==> src/rtl/vsid_pkg.sv <==
package vsid_pkg;
  localparam int unsigned ID_W    = 36;
  localparam int unsigned MULT_W  = 28;
  localparam logic [MULT_W-1:0] MULT = 28'd200730139;
  localparam int unsigned CTX_W   = 19;
  localparam int unsigned UESID_W = 16;
  localparam int unsigned N_SLICE = 2;
endpackage

==> src/rtl/vsid_proto_form.sv <==
module vsid_proto_form #(
  parameter int unsigned ID_W    = 36,
  parameter int unsigned CTX_W   = 19,
  parameter int unsigned UESID_W = 16
) (
  input  logic              kernel_i,
  input  logic [ID_W-1:0]   esid_i,
  input  logic [CTX_W-1:0]  ctx_i,
  output logic [ID_W-1:0]   proto_o,
  output logic              rsvd_o
);
  logic [ID_W-1:0] user_proto;

  assign user_proto = ID_W'({ctx_i, esid_i[UESID_W-1:0]});
  assign proto_o    = kernel_i ? esid_i : user_proto;
  // all-ones is outside the scramble domain; 10 prefix is unallocated space
  assign rsvd_o     = (&proto_o) || (proto_o[ID_W-1 -: 2] == 2'b10);
endmodule

==> src/rtl/vsid_mul_pipe.sv <==
module vsid_mul_pipe #(
  parameter int unsigned ID_W    = 36,
  parameter int unsigned MULT_W  = 28,
  parameter logic [MULT_W-1:0] MULT = '0,
  parameter int unsigned N_SLICE = 2,
  localparam int unsigned SLICE_W = (MULT_W + N_SLICE - 1) / N_SLICE,
  localparam int unsigned PP_W    = ID_W + SLICE_W
) (
  input  logic                           clk_i,
  input  logic                           rst_ni,
  input  logic                           vld_i,
  input  logic                           rsvd_i,
  input  logic [ID_W-1:0]                proto_i,
  output logic                           vld_o,
  output logic                           rsvd_o,
  output logic [N_SLICE-1:0][PP_W-1:0]   pp_o
);
  localparam int unsigned PAD_W = N_SLICE * SLICE_W;
  localparam logic [PAD_W-1:0] MULT_PAD = PAD_W'(MULT);

  logic            vld_a, rsvd_a;
  logic [ID_W-1:0] proto_a;

  // stage A: capture operand
  always_ff @(posedge clk_i or negedge rst_ni) begin
    if (!rst_ni) begin
      vld_a   <= 1'b0;
      rsvd_a  <= 1'b0;
      proto_a <= '0;
    end else begin
      vld_a <= vld_i;
      if (vld_i) begin
        rsvd_a  <= rsvd_i;
        proto_a <= proto_i;
      end
    end
  end

  // stage B: one narrow partial product per multiplier slice
  for (genvar s = 0; s < N_SLICE; s++) begin : g_slice
    localparam logic [SLICE_W-1:0] M_S = MULT_PAD[s*SLICE_W +: SLICE_W];
    always_ff @(posedge clk_i or negedge rst_ni) begin
      if (!rst_ni)    pp_o[s] <= '0;
      else if (vld_a) pp_o[s] <= PP_W'(proto_a) * PP_W'(M_S);
    end
  end

  always_ff @(posedge clk_i or negedge rst_ni) begin
    if (!rst_ni) begin
      vld_o  <= 1'b0;
      rsvd_o <= 1'b0;
    end else begin
      vld_o <= vld_a;
      if (vld_a) rsvd_o <= rsvd_a;
    end
  end
endmodule

==> src/rtl/vsid_fold.sv <==
module vsid_fold #(
  parameter int unsigned ID_W    = 36,
  parameter int unsigned MULT_W  = 28,
  parameter int unsigned N_SLICE = 2,
  localparam int unsigned SLICE_W = (MULT_W + N_SLICE - 1) / N_SLICE,
  localparam int unsigned PP_W    = ID_W + SLICE_W
) (
  input  logic                          clk_i,
  input  logic                          rst_ni,
  input  logic                          vld_i,
  input  logic                          rsvd_i,
  input  logic [N_SLICE-1:0][PP_W-1:0]  pp_i,
  output logic                          vld_o,
  output logic                          rsvd_o,
  output logic [ID_W-1:0]               vsid_o
);
  localparam int unsigned PROD_W = ID_W + MULT_W;
  localparam int unsigned HI_W   = PROD_W - ID_W;

  logic [PROD_W-1:0] prod;
  logic [HI_W-1:0]   prod_hi;
  logic [ID_W:0]     fold, fold_inc;
  logic [ID_W-1:0]   res;

  always_comb begin
    prod = '0;
    for (int s = 0; s < N_SLICE; s++)
      prod = prod + (PROD_W'(pp_i[s]) << (s * SLICE_W));
  end

  // end-around fold, then one conditional +1 taken from carry of fold+1
  assign prod_hi  = prod[PROD_W-1:ID_W];
  assign fold     = {1'b0, prod[ID_W-1:0]} + (ID_W+1)'(prod_hi);
  assign fold_inc = fold + (ID_W+1)'(1);
  assign res      = fold[ID_W-1:0] + ID_W'(fold_inc[ID_W]);

  always_ff @(posedge clk_i or negedge rst_ni) begin
    if (!rst_ni) begin
      vld_o  <= 1'b0;
      rsvd_o <= 1'b0;
      vsid_o <= '0;
    end else begin
      vld_o <= vld_i;
      if (vld_i) begin
        rsvd_o <= rsvd_i;
        vsid_o <= res;
      end
    end
  end
endmodule

==> src/rtl/vsid_scramble.sv <==
module vsid_scramble
  import vsid_pkg::*;
#(
  parameter int unsigned ID_W    = vsid_pkg::ID_W,
  parameter int unsigned MULT_W  = vsid_pkg::MULT_W,
  parameter logic [MULT_W-1:0] MULT = vsid_pkg::MULT,
  parameter int unsigned CTX_W   = vsid_pkg::CTX_W,
  parameter int unsigned UESID_W = vsid_pkg::UESID_W,
  parameter int unsigned N_SLICE = vsid_pkg::N_SLICE
) (
  input  logic              clk_i,
  input  logic              rst_ni,
  input  logic              start_i,
  input  logic              kernel_i,
  input  logic [ID_W-1:0]   esid_i,
  input  logic [CTX_W-1:0]  ctx_i,
  output logic              done_o,
  output logic [ID_W-1:0]   vsid_o,
  output logic              rsvd_o
);
  localparam int unsigned SLICE_W = (MULT_W + N_SLICE - 1) / N_SLICE;
  localparam int unsigned PP_W    = ID_W + SLICE_W;

  logic [ID_W-1:0]              proto;
  logic                         proto_rsvd;
  logic                         mul_vld, mul_rsvd;
  logic [N_SLICE-1:0][PP_W-1:0] mul_pp;

  vsid_proto_form #(.ID_W(ID_W), .CTX_W(CTX_W), .UESID_W(UESID_W)) u_form (
    .kernel_i (kernel_i),
    .esid_i   (esid_i),
    .ctx_i    (ctx_i),
    .proto_o  (proto),
    .rsvd_o   (proto_rsvd)
  );

  vsid_mul_pipe #(.ID_W(ID_W), .MULT_W(MULT_W), .MULT(MULT), .N_SLICE(N_SLICE)) u_mul (
    .clk_i   (clk_i),
    .rst_ni  (rst_ni),
    .vld_i   (start_i),
    .rsvd_i  (proto_rsvd),
    .proto_i (proto),
    .vld_o   (mul_vld),
    .rsvd_o  (mul_rsvd),
    .pp_o    (mul_pp)
  );

  vsid_fold #(.ID_W(ID_W), .MULT_W(MULT_W), .N_SLICE(N_SLICE)) u_fold (
    .clk_i  (clk_i),
    .rst_ni (rst_ni),
    .vld_i  (mul_vld),
    .rsvd_i (mul_rsvd),
    .pp_i   (mul_pp),
    .vld_o  (done_o),
    .rsvd_o (rsvd_o),
    .vsid_o (vsid_o)
  );
endmodule

==> config.mk <==
export PLATFORM = sky130hd
export DESIGN_NAME = vsid_scramble
export DESIGN_NICKNAME = d
export VERILOG_FILES = /design/src/rtl/vsid_pkg.sv /design/src/rtl/vsid_proto_form.sv /design/src/rtl/vsid_mul_pipe.sv /design/src/rtl/vsid_fold.sv /design/src/rtl/vsid_scramble.sv
export SDC_FILE = /design/constraint.sdc
export NUM_CORES = 2
export LEC_CHECK = 0
export BUFFER_PORTS_ARGS = -buffer_cell sky130_fd_sc_hd__clkbuf_2
export CAP_MARGIN = 15
export CORE_MARGIN = 2
export CORE_UTILIZATION = 60
export DETAILED_ROUTE_END_ITERATION = 10
export HOLD_SLACK_MARGIN = 0.1
export PLACE_DENSITY = 0.74
export SKIP_LAST_GASP = 1
export SLEW_MARGIN = 20
export SYNTH_ARGS = -nofsm -noshare
export SYNTH_HDL_FRONTEND = slang
export SYNTH_SLANG_ARGS = --single-unit
==> constraint.sdc <==
create_clock -name clk_i -period 9.2 [get_ports clk_i]
set_input_delay 0.46 -clock clk_i [delete_from_list [all_inputs] [get_ports clk_i]]
set_output_delay 0.46 -clock clk_i [all_outputs]
set_load 0.02 [all_outputs]
# After elaboration in Yosys (flattened, before gate mapping)
# Index checks and enable logic that the tools add are counted.
# op_classes
shifts	0
n_mul	2
n_addsub	4
magnitude_cmp	0
eq_ne	1
n_bitwise	0
n_reduce_logical	2
n_mux	1
n_div	0
# op_table
operator	count
$mul A36 B14 Y50 const B	2
$add A50 B64 Y64	1
$add A36 B28 Y37	1
$add A37 B1 Y37 const B	1
$add A36 B1 Y36	1
$mux W36	1
$reduce_and A36 Y1	1
$eq A2 B2 Y1 const B	1
$logic_or A1 B1 Y1	1
# word_totals
rom_bits	0
wordCells	20
memories	0
reg_bits	178
out_inout_bits	38
in_bits	59
latchBits	0
mem_bits_rw	0

# Longest topological paths before layout
# depth
word_depth	4
ltp_mapped	32
depth_no_buf	31

# Hierarchy
# From an unflattened synthesis, not the netlist that was laid out.
# unflattened
cells_unflattened	3318
hier_area_um2	30633.1
# by_module_without_submodules
module	seq_area_each_um2	area_per_inst_um2	n_inst	cells_each
vsid_mul_pipe	3353.2	23674.0	1	2397
vsid_fold	950.9	6452.4	1	852
vsid_proto_form	0.0	506.7	1	69

# Least setup slack after synthesis
# Ideal clock, no wire load.
# synth_path
path_type	register to register
start	reg u_mul.pp_o[50] (netlist name)
end	reg u_fold.vsid_o[34]
period_less_slack_ps	7648
t_required_ps	9068
path_stages_with_launch	32
path_slack_ps	1552
setup_time_ps	132
arrival_ps	7516
path_buffers	1
path_cell_list	dfrtp_1 ha_1 fa_1 a211oi_1 o211ai_1 nand3_1 a31oi_1 a211o_1 nand3_1 nand2_1 a2111oi_1 nor3_1 xor2_1 ha_1 clkbuf_1 nand2_1 nor4_1 and3_1 a2111o_1 nand4_1 or3_1 a211oi_2 nand4_1 o32ai_1 ha_1 ha_1 nand2_1 nor2_1 or4b_4 o2111ai_1 o21ai_1 or3b_1
# synth_via
elab_chain_cells	4
# synth_lines
item	line	source
from (decl)	vsid_mul_pipe.sv:16	output logic [N_SLICE-1:0][PP_W-1:0] pp_o
from (signal, indexed assignment)	vsid_mul_pipe.sv:44	else if (vld_a) pp_o[s] <= PP_W'(proto_a) * PP_W'(M_S);
$add A50 B64 Y64 *	vsid_fold.sv:28	prod = prod + (PROD_W'(pp_i[s]) << (s * SLICE_W));
$add A36 B28 Y37 *	vsid_fold.sv:33	assign fold = {1'b0, prod[ID_W-1:0]} + (ID_W+1)'(prod_hi);
$add A37 B1 Y37	vsid_fold.sv:34	assign fold_inc = fold + (ID_W+1)'(1);
$add A36 B1 Y36 *	vsid_fold.sv:35	assign res = fold[ID_W-1:0] + ID_W'(fold_inc[ID_W]);
to (signal assigned)	vsid_fold.sv:46	vsid_o <= res;
to (decl)	vsid_fold.sv:15	output logic [ID_W-1:0] vsid_o
# Every way passes the cells marked *; elsewhere a longest branch is shown, timed or not.
# A chain may end at the register's enable or synchronous reset.

# Final worst setup path
# Ends and elaborated chain as after synthesis.

==> impl_results.md <==
* Synth Cell Area at ~30000 µm²
* Crit path arrival time at around 9 ns
* Worst Hold End: u_mul.proto_a[12]
* Largest net degree at the start of global routing at between 100 and 150
* Vias in the first global route at 23800
* Actual slew at the worst max-slew pin at between 1 and 1.5 ns
* Synth Register Bits at 172
* Post-synth cell types at 89
* Syn avg cell area at roughly 9.5 µm²
* Layout area overhead at 6.13%
* Skew-Pair Late Insertion Delay at between 0.4 and 0.5 ns
* Detailed placement HPWL at slightly below 70 mm
* Clk_skew at between 0.015 and 0.02 ns
* DRT Pass-1 Iters at 5
* Clk slew on worst S/H paths at approximately 0.08 ns
* Final hold viol count at 0
* Root Buffer: clkbuf_16
* Setup ws final at about 0.60 ns
* Num CTS Buffers at 17
* Ys Warns at 0
* Relative slew margins at 0.257
* Grt ovf at 0
* Worst path most repeated cell: ha_1
* Final-stage net count at 4042
* Die Span Y at approximately 230 µm
* Drt first-iter violations at roughly 1700
* Gr usage total at 0.328
* Ant diodes at 0
* Max_cap viols at 0
* FFs w/ async S/R, synth at 1.00
* Clk sinks at 172
* Post-Synthesis Net Count at between 3000 and 4000
* Total Neg Setup Slack at 0 ns
* Critical path type: reg -> reg
* DIE AREA at approximately 51000 µm²
* Run status: finished, final reports clean
* Site row count at 81
* Register area share after synthesis at 0.145
* FF-to-FF setup slack at about 0.60 ns
* Prevailing post-synth register cell: dfrtp_1
* Number of vias per cell at 5.87
* Crit Reg-Reg Startpoint: u_mul.pp_o[50]
* Drc violations at 0
* Critical R2R Capture: u_fold.vsid_o[34]
* Core area at about 50000 µm²
* Routed vias at between 20000 and 25000
* Critical path capture point type: register
* Dpl ws at ~0.49 ns
* Share of cells above drive strength 1 at 0.0814
* Critical path's slowest cell: or4b_4
* Max stage delay on crit path at approximately 0.54 ns
* Routed Antenna Nets at 0
* Slew Limit Fails at 0
* Tcrit/Tclk final at 0.935
* First-pass GRT wire length at around 130 mm
* CP required at around 9.6 ns
* Postcts setup bufs at 0
* # IOs at 97
* Hold path startpoint: esid_i[12]
* RePlAce Congestion at around 0.93
* Post-synth EDFFs at 0
* Max Buffers Root-to-Sink at 2
* Detailed Route WL at between 70 and 80 mm
* IO Port Bufs at 96
* Placed inst area at between 30000 and 40000 µm²
* Final Instance Area at roughly 32000 µm²
* Endpoints failing setup at 0
* R2r worst-path depth at 31
* Starting Density at 0.608
* Routed wire length per instance at 20.5 µm
* Initial antenna violation count at 2
* Hold Crit Class: in -> reg
* Hold path cells at 3
* Min cycle time layout at approximately 8.6 ns
* Crit Path Max Fanout at 7
* RSZ-0062 raised after global routing: false
* H-tree lvl count at 4
* CP Launch Type: register
* Max Freq at 116 MHz
* Mapped Cells at around 3100
* CTS tree: built
* Die X-Extent at 226 µm
==> worst max-delay path, delay by kind of cell, from the launching register on <==
family	cells	cell delay (ns)
fa+ha+maj	5	1.57
simple gates	10	2.47
compound gates	14	3.46
xor+xnor	2	0.54
flops	1	0.40
==> metal layers <==
layer	global-route usage	part of all wire	up-vias
met5	0	0.00016	-
met4	0.119	0.037	2
met3	0.0403	0.048	150
met2	0.550	0.48	678
met1	0.439	0.43	11200
li1	-	-	10600
==> Yosys cell counts, types with 28 or more instances <==
library cell  instances  area, µm²
nand2_1             145        544
nand3_1              59        295
xnor2_1             106        928
clkbuf_1             59        221
o21ai_0              91        455
fa_1                423       8470
nor2_1              124        465
ha_1                378       4730
xor2_1               57        499
and3_1               34        213
a21oi_1             185        926
inv_1               630       2360
a31oi_1              28        175
mux2_2               83        935
a21o_1              105        788
nand4_1              36        225
dfrtp_1             172       4300
nor3_1               32        160
==> state kept, by name, indices dropped and copies added, names as in the netlist <==
| signal | count |
|---|---|
| u_fold.vld_o | 1 |
| u_mul.vld_o | 1 |
| u_fold.vsid_o | 36 |
| u_mul.pp_o | 94 |
| u_mul.vld_a | 1 |
| u_mul.proto_a | 36 |
| u_mul.rsvd_o | 1 |
| u_fold.rsvd_o | 1 |
| u_mul.rsvd_a | 1 |
==> through the flow <==
stage                      util  instances  hold slack (ns)
after floorplan               -       3122            0.164
after global placement    0.631       3824            0.475
after detailed placement  0.631       3824            0.492
after CTS                 0.644       3856            0.168
after global routing      0.645       3859            0.236
final                     0.645       3859            0.204
==> how the worst max path moves through the flow <==
stage	start	slack (ns)	cells after the start	end
global route	u_mul.pp_o[50]	0.01	31	u_fold.vsid_o[34]
floorplan	u_mul.pp_o[50]	1.55	31	u_fold.vsid_o[34]
CTS	u_mul.pp_o[64]	0.43	30	u_fold.vsid_o[34]
detailed placement	u_mul.pp_o[64]	0.49	30	u_fold.vsid_o[34]
global placement	u_mul.pp_o[28]	0.71	30	u_fold.vsid_o[34]
finish	u_mul.pp_o[50]	0.60	31	u_fold.vsid_o[34]
==> kinds of logic (layout without fill, tap and decap cells) <==
| kind of cell | after synthesis | count (layout) | share of synthesized area |
|---|---|---|---|
| AND/OR/NAND/NOR | 558 | 558 | 0.0948 |
| adder cells (fa/ha/maj) | 801 | 801 | 0.444 |
| XOR/XNOR | 163 | 163 | 0.0481 |
| AO/OA/AOI/OAI | 627 | 627 | 0.141 |
| flip-flops | 172 | 172 | 0.145 |
| buffers and inverters | 699 | 772 | 0.0886 |
| multiplexers | 102 | 102 | 0.0379 |
==> final cells by class <==
type | count | area, µm²
Fill cell | 4025 | 17300
Clock inverter | 15 | 198
Timing Repair Buffer | 110 | 612
Tap cell | 664 | 831
Sequential cell | 172 | 4310
Multi-Input combinational cell | 2251 | 22800
Inverter | 630 | 2360
Clock buffer | 17 | 425
==> cells in the final DEF (no fill, tap or decap), types with 57 or more instances in the layout <==
| cell type | instances |
|---|---|
| inv_1 | 630 |
| fa_1 | 423 |
| ha_1 | 378 |
| a21oi_1 | 184 |
| dfrtp_1 | 170 |
| nand2_1 | 145 |
| nor2_1 | 124 |
| xnor2_1 | 106 |
| a21o_1 | 105 |
| clkbuf_2 | 96 |
| o21ai_0 | 90 |
| mux2_2 | 83 |
| nand3_1 | 59 |
| xor2_1 | 57 |
==> what timing repair did <==
action,4_1_cts,5_1_grt
resized for setup,0,7
hold endpoints to repair,0,34
endpoints found under the setup margin,0,9
hold buffers,0,1
Power is left out: the tool's default activity adds up to more than one toggle a clock period on the data nets, which glitch-free logic cannot reach.
